===== config.mk =====
export PLATFORM = sky130hd
export DESIGN_NAME = symfront_top
export DESIGN_NICKNAME = d
export VERILOG_FILES = /design/src/rtl/symfront_pkg.sv /design/src/rtl/symfront_ctrl.sv /design/src/rtl/symfront_datapath.sv /design/src/rtl/symfront_top.sv
export SDC_FILE = /design/constraint.sdc
export NUM_CORES = 1
export LEC_CHECK = 0
export CORE_ASPECT_RATIO = 0.8
export CORE_UTILIZATION = 49
export DETAILED_ROUTE_END_ITERATION = 7
export GPL_TIMING_DRIVEN = 0
export PLACE_DENSITY = 0.85
export SYNTH_ARGS = -nofsm -noshare
export SYNTH_HDL_FRONTEND = slang
export SYNTH_SLANG_ARGS = --single-unit

===== constraint.sdc =====
create_clock -name clk -period 5.7 [get_ports clk]
set_input_delay 1.14 -clock clk [delete_from_list [all_inputs] [get_ports clk]]
set_output_delay 1.14 -clock clk [all_outputs]
set_load 0.1 [all_outputs]

===== src/rtl/symfront_pkg.sv =====
package symfront_pkg;
  localparam int ADDR_W  = 4;
  localparam int BUS_W   = 16;
  localparam int PHY_W   = 16;
  localparam int NUM_DIR = 2;
  localparam int DIR_RX  = 0;
  localparam int DIR_TX  = 1;
  localparam int DIR_SPAN = 4;

  typedef enum logic [ADDR_W-1:0] {
    SEL_RX_EN   = 4'h0,
    SEL_RX_PHY  = 4'h1,
    SEL_RX_STAT = 4'h2,
    SEL_RX_DATA = 4'h3,
    SEL_TX_EN   = 4'h4,
    SEL_TX_PHY  = 4'h5,
    SEL_TX_STAT = 4'h6,
    SEL_TX_DATA = 4'h7,
    SEL_NONE    = 4'hF
  } regSel_e;

  typedef struct packed {
    logic [NUM_DIR-1:0] enWr;
    logic [NUM_DIR-1:0] phyWr;
    logic               txDataWr;
    logic               rxDataRd;
    logic               rdEn;
    regSel_e            rdSel;
  } strobes_t;
endpackage


===== src/rtl/symfront_ctrl.sv =====
module symfront_ctrl
  import symfront_pkg::*;
(
  input  logic [ADDR_W-1:0] busAddr,
  input  logic              busWrEn,
  input  logic              busRdEn,
  output strobes_t          strobes
);
  logic inMap;
  assign inMap = (busAddr < ADDR_W'(NUM_DIR * DIR_SPAN));

  for (genvar d = 0; d < NUM_DIR; d++) begin : g_dir
    localparam logic [ADDR_W-1:0] BASE = ADDR_W'(d * DIR_SPAN);
    assign strobes.enWr[d]  = busWrEn && (busAddr == BASE);
    assign strobes.phyWr[d] = busWrEn && (busAddr == BASE + ADDR_W'(1));
  end

  assign strobes.txDataWr = busWrEn && (busAddr == SEL_TX_DATA);
  assign strobes.rxDataRd = busRdEn && (busAddr == SEL_RX_DATA);
  assign strobes.rdEn     = busRdEn;
  assign strobes.rdSel    = inMap ? regSel_e'(busAddr) : SEL_NONE;
endmodule


===== src/rtl/symfront_datapath.sv =====
module symfront_datapath
  import symfront_pkg::*;
#(
  parameter int SYM_W = 8
) (
  input  logic             clk,
  input  logic             rstN,
  input  strobes_t         strobes,
  input  logic [BUS_W-1:0] busWrData,
  output logic [BUS_W-1:0] busRdData,
  output logic             rxPhyRst,
  output logic [PHY_W-1:0] rxPhyCfg,
  input  logic             rxSymValid,
  output logic             rxSymReady,
  input  logic [SYM_W-1:0] rxSymData,
  output logic             txPhyRst,
  output logic [PHY_W-1:0] txPhyCfg,
  output logic             txSymValid,
  input  logic             txSymReady,
  output logic [SYM_W-1:0] txSymData
);
  logic [NUM_DIR-1:0] dirEn;
  logic [NUM_DIR-1:0] dirFlush;
  logic [PHY_W-1:0]   phyCfg [NUM_DIR];

  for (genvar d = 0; d < NUM_DIR; d++) begin : g_cfg
    always_ff @(posedge clk) begin
      if (!rstN) begin
        dirEn[d]  <= 1'b0;
        phyCfg[d] <= '0;
      end else begin
        if (strobes.enWr[d])  dirEn[d]  <= busWrData[0];
        if (strobes.phyWr[d]) phyCfg[d] <= busWrData[PHY_W-1:0];
      end
    end
    assign dirFlush[d] = !dirEn[d] || (strobes.enWr[d] && !busWrData[0]);

    assert_en_store_R1: assert property (@(posedge clk) disable iff (!rstN)
      strobes.enWr[d] |=> dirEn[d] == $past(busWrData[0]));
  end

  assign rxPhyRst = !dirEn[DIR_RX];
  assign txPhyRst = !dirEn[DIR_TX];
  assign rxPhyCfg = phyCfg[DIR_RX];
  assign txPhyCfg = phyCfg[DIR_TX];

  // receive holding register
  logic             rxFull;
  logic [SYM_W-1:0] rxHold;
  assign rxSymReady = dirEn[DIR_RX] && !rxFull;

  always_ff @(posedge clk) begin
    if (!rstN || dirFlush[DIR_RX]) begin
      rxFull <= 1'b0;
      rxHold <= '0;
    end else if (rxSymValid && rxSymReady) begin
      rxFull <= 1'b1;
      rxHold <= rxSymData;
    end else if (strobes.rxDataRd && rxFull) begin
      rxFull <= 1'b0;
    end
  end

  // transmit holding register
  logic             txFull;
  logic [SYM_W-1:0] txHold;
  logic             txCanTake;
  assign txCanTake  = dirEn[DIR_TX] && !txFull;
  assign txSymValid = txFull;
  assign txSymData  = txHold;

  always_ff @(posedge clk) begin
    if (!rstN || dirFlush[DIR_TX]) begin
      txFull <= 1'b0;
      txHold <= '0;
    end else if (strobes.txDataWr && txCanTake) begin
      txFull <= 1'b1;
      txHold <= busWrData[SYM_W-1:0];
    end else if (txFull && txSymReady) begin
      txFull <= 1'b0;
    end
  end

  // read mux and registered read data
  logic [BUS_W-1:0] rdVal;
  always_comb begin
    rdVal = '0;
    unique case (strobes.rdSel)
      SEL_RX_EN:   rdVal[0] = dirEn[DIR_RX];
      SEL_RX_PHY:  rdVal[PHY_W-1:0] = phyCfg[DIR_RX];
      SEL_RX_STAT: rdVal[0] = rxFull;
      SEL_RX_DATA: rdVal[SYM_W-1:0] = rxFull ? rxHold : '0;
      SEL_TX_EN:   rdVal[0] = dirEn[DIR_TX];
      SEL_TX_PHY:  rdVal[PHY_W-1:0] = phyCfg[DIR_TX];
      SEL_TX_STAT: rdVal[0] = txCanTake;
      default:     rdVal = '0;
    endcase
  end

  always_ff @(posedge clk) begin
    if (!rstN) busRdData <= '0;
    else       busRdData <= strobes.rdEn ? rdVal : '0;
  end

  assert_rst_release_R2: assert property (@(posedge clk) disable iff (!rstN)
    strobes.enWr[DIR_RX] && busWrData[0] |=> !rxPhyRst);
  assert_rx_capture_R5: assert property (@(posedge clk) disable iff (!rstN)
    rxSymValid && rxSymReady && !dirFlush[DIR_RX] |=> rxFull && rxHold == $past(rxSymData));
  assert_rx_pop_R6: assert property (@(posedge clk) disable iff (!rstN)
    strobes.rxDataRd && rxFull && dirEn[DIR_RX] |=> !rxFull);
  assert_tx_hold_R8: assert property (@(posedge clk) disable iff (!rstN)
    txSymValid && !txSymReady && !dirFlush[DIR_TX] |=> txSymValid && $stable(txSymData));
  assert_flush_R9: assert property (@(posedge clk) disable iff (!rstN)
    strobes.enWr[DIR_TX] && !busWrData[0] |=> !txSymValid);
  assert_idle_read_R10: assert property (@(posedge clk) disable iff (!rstN)
    !strobes.rdEn |=> busRdData == '0);
endmodule


===== src/rtl/symfront_top.sv =====
module symfront_top
  import symfront_pkg::*;
#(
  parameter int SYM_W = 8
) (
  input  logic              clk,
  input  logic              rstN,
  input  logic [ADDR_W-1:0] busAddr,
  input  logic              busWrEn,
  input  logic [BUS_W-1:0]  busWrData,
  input  logic              busRdEn,
  output logic [BUS_W-1:0]  busRdData,
  output logic              rxPhyRst,
  output logic [PHY_W-1:0]  rxPhyCfg,
  input  logic              rxSymValid,
  output logic              rxSymReady,
  input  logic [SYM_W-1:0]  rxSymData,
  output logic              txPhyRst,
  output logic [PHY_W-1:0]  txPhyCfg,
  output logic              txSymValid,
  input  logic              txSymReady,
  output logic [SYM_W-1:0]  txSymData
);
  strobes_t strobes;

  symfront_ctrl u_ctrl (
    .busAddr (busAddr),
    .busWrEn (busWrEn),
    .busRdEn (busRdEn),
    .strobes (strobes)
  );

  symfront_datapath #(.SYM_W(SYM_W)) u_dp (
    .clk        (clk),
    .rstN       (rstN),
    .strobes    (strobes),
    .busWrData  (busWrData),
    .busRdData  (busRdData),
    .rxPhyRst   (rxPhyRst),
    .rxPhyCfg   (rxPhyCfg),
    .rxSymValid (rxSymValid),
    .rxSymReady (rxSymReady),
    .rxSymData  (rxSymData),
    .txPhyRst   (txPhyRst),
    .txPhyCfg   (txPhyCfg),
    .txSymValid (txSymValid),
    .txSymReady (txSymReady),
    .txSymData  (txSymData)
  );
endmodule


## Word-level counts from Yosys, hierarchy flattened

Memory sizes are Yosys's and may differ from the RTL's.
Cells that the tools add are included.
W data, S select, Z words.

- Order comparisons: 1
- Eq/ne operators: 11
- Muxes and demuxes: 18
- Bitwise logic cells: 2
- Reductions and logical operators: 29

Operator list:

| cell | number |
|---|---|
| $mux W16 | 2 |
| $eq A4 B3 Y1 const B | 6 |
| $pmux W7 S3 | 1 |
| $pmux W8 S2 | 1 |
| $logic_and A1 B1 Y1 | 14 |
| $eq A4 B2 Y1 const B | 3 |
| $mux W1 | 11 |
| $eq A4 B1 Y1 const B | 2 |
| $logic_not A4 Y1 | 2 |
| $mux W8 | 1 |
| $pmux W1 S7 | 1 |
| $logic_not A1 Y1 | 6 |
| $logic_or A1 B1 Y1 | 4 |
| $lt A4 B4 Y1 const B | 1 |
| $mux W4 | 1 |
| $reduce_bool A2 Y1 | 2 |
| $or A1 B1 Y1 | 2 |
| $reduce_and A2 Y1 | 1 |

- Register bits after elaboration: 36
- Bits in writable memories: 32
- Output and inout bits: 60
- Memories: 1

Memories:

| name | depth | width | read ports | clocked after memory_dff | write ports | line | text |
|---|---|---|---|---|---|---|---|
| u_dp.phyCfg | 2 | 16 | 2 | 0 | 2 | symfront_datapath.sv:24 | `logic [PHY_W-1:0] phyCfg [NUM_DIR];` |

## Logic depth before layout (Yosys ltp)

- Word-level depth: 6
- Depth in mapped cells: 6

## Modules after synthesis

A second synthesis with hierarchy kept.

- Cell total of the unflattened synthesis: 236
- Area total of the unflattened synthesis: 2812.7 µm²

By module, submodules not included:

| module | instances | cells each | area an instance (µm²) | seq. area each (µm²) |
|---|---|---|---|---|
| symfront_datapath | 1 | 220 | 2723.9 | 1681.6 |
| symfront_ctrl | 1 | 16 | 88.8 | 0.0 |

## Least setup slack after synthesis

OpenSTA, ideal clock, no wires.

- Path kind: reg2out
- Start point: register u_dp.dirEn[0]
- End point: output port rxSymReady
- Data arrival time: 1534 ps
- Required time: 4560 ps
- Path slack: 3026 ps
- Stages on the path, launching flop included: 3
- Path buffers: 1
- Cells stage by stage: dfxtp_1 nor2b_1 clkbuf_1

- Longest elaborated chain between the ends: 1

Ends and longest elaborated chain:

| item | line | text |
|---|---|---|
| from (decl) | symfront_datapath.sv:22 | `logic [NUM_DIR-1:0] dirEn;` |
| from (signal, indexed assignment) | symfront_datapath.sv:32 | `if (strobes.enWr[d]) dirEn[d] <= busWrData[0];` |
| $logic_and A1 B1 Y1 | symfront_datapath.sv:50 | `assign rxSymReady = dirEn[DIR_RX] && !rxFull;` |
| to (decl) | symfront_top.sv:16 | `output logic rxSymReady,` |

Every way passes these cells.

## Worst setup path after layout

Ends and elaborated chain as after synthesis.

==> run_results.csv <==
group,metric,value,unit
outcome,status,"finished, violations left",
outcome,violations,"design-rule violations",
power_and_ir_drop,internal_power,0.0008696,W
sta,layout_setup_ws,2092,ps
clocking,clock-root-buffer,"clkbuf_8",
synthesis,synth_adder_area_share,0,
synthesis,synth_top_area_share,0.3475,
synthesis,synth_xor_area_frac,0,
layout,nFillCells,399,
sta,min_period,3608,ps
job,drv_cap,0,
setup_path,required,4560,ps
detailed_routing,drt-total-wl,7048,microns
setup_path,crit_type,"reg2out",
setup_path,rrSetupSlack,4120,ps
synthesis,synth-seq-area-share,0.6081,
clocking,cts_buffer_depth,2,
min_path,whs_path_depth,2,
power_and_ir_drop,power.share.clock,0.391,
global_route,grt-ovfl-total,0,
setup_path,reg2reg_to,"u_dp.txSymData[5]",
detailed_routing,drc,1,
power_and_ir_drop,p_per_area,303.2,nW/um^2
power_and_ir_drop,pwr-share-comb,0.169,
clocking,htree_levels,3,
detailed_routing,vias,2170,
clocking,cts_resized,0,
setup_path,worstPathArrival,2470,ps
sta,maxSlewHeadroom,0.3152,
synthesis,synth.most_common_cell,"dfxtp_1",
synthesis,yosys.area.top_type,"edfxtp_1",
layout,num_antenna_cells,0,
synthesis,ys_async_sr_fraction,0,
setup_path,cp-start-kind,"flip-flop",
sta,finalSetupViolations,0,
synthesis,yosysWarnings,0,
synthesis,synth_enable_flop_cells,32,
synthesis,syn-instance-count,242,
synthesis,synth_top_cells_by_area,"edfxtp_1, dfxtp_1, and2_1",
placed_design,gp_congestion,0.8581,
sta,final_hold_viol_count,0,
synthesis,synthDistinctLibCells,31,
global_route,grt_start_max_net_pins,17,
setup_path,r2r_cells,4,
floorplanning,die_w,85.99,microns
placed_design,port_buffers,90,
synthesis,avgSynthCellArea,11.43,sq um
placed_design,dp_hpwl,4880,microns
synthesis,synthFlopType,"dfxtp_1",
sta,rsz0062_at_grt,"false",
setup_path,cp-end-kind,"output port",
synthesis,synthSimpleGateAreaFrac,0.2041,
floorplanning,core-area,5435,sq um
floorplanning,num_rows,24,
setup_path,cp_max_fo,10,
placed_design,dp_slack,2218,ps
floorplanning,die_h,69.19,microns
clocking,cts_hold_buf,0,
power_and_ir_drop,p_switching,0.0003439,W
synthesis,synthMuxAreaShare,0.05747,
clocking,postCtsSetupBuffers,0,
sta,fin_skew,4.112,ps
clocking,clock_latency,350,ps
global_route,antenna_found_initial,0,
sta,worst_slew_pin_slew,1024,ps
power_and_ir_drop,pwr-share-seq,0.440,
synthesis,synth_top_family_by_area,"simple AND/OR/NAND/NOR gates",
power_and_ir_drop,switching_share,0.2834,
sta,fin_tns_setup,0,ps
power_and_ir_drop,peakVddDrop,242.3,uV
clocking,cts_tree,"yes",
global_route,grt_pass1_wl,10760,microns
global_route,track_usage,0.2493,
detailed_routing,drt_iter0_drc,165,
layout,stdcell_count,426,
layout,nNetsFinal,377,
detailed_routing,drt-wirelength-per-cell,16.54,microns
synthesis,synth_compound_area_frac,0.1027,
global_route,grt_pass1_vias,2140,
detailed_routing,ant_nets,0,
synthesis,synth_seq_cells,68,
layout,area_delta_synth_final,44.75,%
floorplanning,initial_core_util,0.5087,
detailed_routing,via_per_inst,5.094,
setup_path,reg2reg_from,"u_dp.dirEn[1]",
detailed_routing,dr.pass1.iters,6,
synthesis,synthesis.area,2765,sq um
sta,max_freq,277.2,MHz
min_path,worst_hold_path.endpoint,"u_dp.rxHold[6]",
sta,post-route-period-util,0.6329,
min_path,min_from,"u_dp.rxHold[6]",
synthesis,synth_commonest_cells,"dfxtp_1, and2_1, edfxtp_1",
placed_design,dp.cells,410,
power_and_ir_drop,leakagePower,1.434,nW
min_path,min_path_type,"reg2reg",
clocking,path_clk_slew,70,ps
sta,drv_slew,0,
clocking,cts_buffers,9,
synthesis,synth_nets,276,
floorplanning,dieArea,5949,sq um
clocking,clkSinkCount,68,
floorplanning,ioPinCount,94,
layout,drive_gt1_frac,0.09483,
-- power groups by stage --
| stage | registers [W] | logic (W) | clock network [W] |
|---|---|---|---|
| floorplan | 0.000654 | 0.0000316 | 0 |
| global placement | 0.000544 | 0.000203 | 0 |
| detailed placement | 0.000545 | 0.000204 | 0 |
| CTS | 0.000534 | 0.000205 | 0.000482 |
| global route | 0.000536 | 0.000211 | 0.000498 |
| finish | 0.000534 | 0.000205 | 0.000474 |
-- critical path, cell delays in order, from the launching register on --
cell and delay, ps:
dfxtp_1 430, nor2b_1 150, clkbuf_1 320, clkdlybuf4s50_1 1210
-- per-stage QoR --
stage | instance area [sq um] | hold slack (ps) | utilization | total power (W)
finish | 4003 | 480.1 | 0.7364 | 0.001213
global route | 4003 | 480.6 | 0.7364 | 0.001245
CTS | 4003 | 476.4 | 0.7364 | 0.001221
detailed placement | 3764 | 455.0 | 0.6924 | 0.0007489
global placement | 3764 | 453.3 | 0.6924 | 0.0007466
floorplan | 2765 | 436.7 | - | 0.0006853
-- cell families after synthesis --
logic type	Yosys count
simple gates	107
buf+inv	16
mux	15
flops	68
compound gates	36
-- layer usage --
| layer | track usage | vias up | wire, microns |
|---|---|---|---|
| met5 | 0 | - | 0 |
| met4 | 0.1148 | 0 | 112 |
| met3 | 0.09167 | 11 | 519 |
| met2 | 0.3880 | 71 | 3490 |
| met1 | 0.3090 | 1030 | 2925 |
| li1 | - | 1058 | - |
-- cell type report --
cell class,count,area [sq um],area share
Tap cell,78,97.59,0.02438
Timing Repair Buffer,90,900.9,0.2251
Buffer,11,57.56,0.01438
Inverter,5,18.77,0.004689
Multi-Input combinational cell,158,1007,0.2516
Clock buffer,9,123.9,0.03095
Clock inverter,7,115.1,0.02876
Sequential cell,68,1682,0.4201
-- flip-flops by register name, indices dropped and copies added, names as in the netlist --
signal / count
u_dp.busRdData: 16
u_dp.dirEn: 2
u_dp.txSymValid: 1
u_dp.rxHold: 8
u_dp.phyCfg: 32
u_dp.txSymData: 8
u_dp.rxFull: 1
-- placed cells by master, fill, tap and decap left out, types with 2 or more instances in the layout --
master,instances
a21oi_1,12
a22oi_1,15
and2_1,33
and3_1,3
buf_2,4
bufinv_16,3
clkbuf_1,5
clkbuf_8,9
clkdlybuf4s50_1,90
dfxtp_1,36
edfxtp_1,32
inv_1,5
mux2_2,7
mux2i_1,8
nand2_1,22
nand2b_1,3
nand3_1,9
nor2_1,28
nor2b_1,2
nor3_1,2
o21a_1,2
o311ai_4,2
-- worst max-delay path by stage --
stage | startpoint | end | slack, ps | cells after the start
global placement | busAddr[1] | u_dp.phyCfg[0][14] | 2200 | 5
global route | u_dp.dirEn[0] | rxSymReady | 1930 | 3
finish | u_dp.dirEn[0] | rxSymReady | 2090 | 3
floorplan | u_dp.dirEn[0] | rxSymReady | 3030 | 2
CTS | u_dp.dirEn[0] | rxSymReady | 2070 | 3
detailed placement | busAddr[1] | u_dp.phyCfg[0][12] | 2220 | 5
No activity file was read; power rests on OpenSTA's default activity.
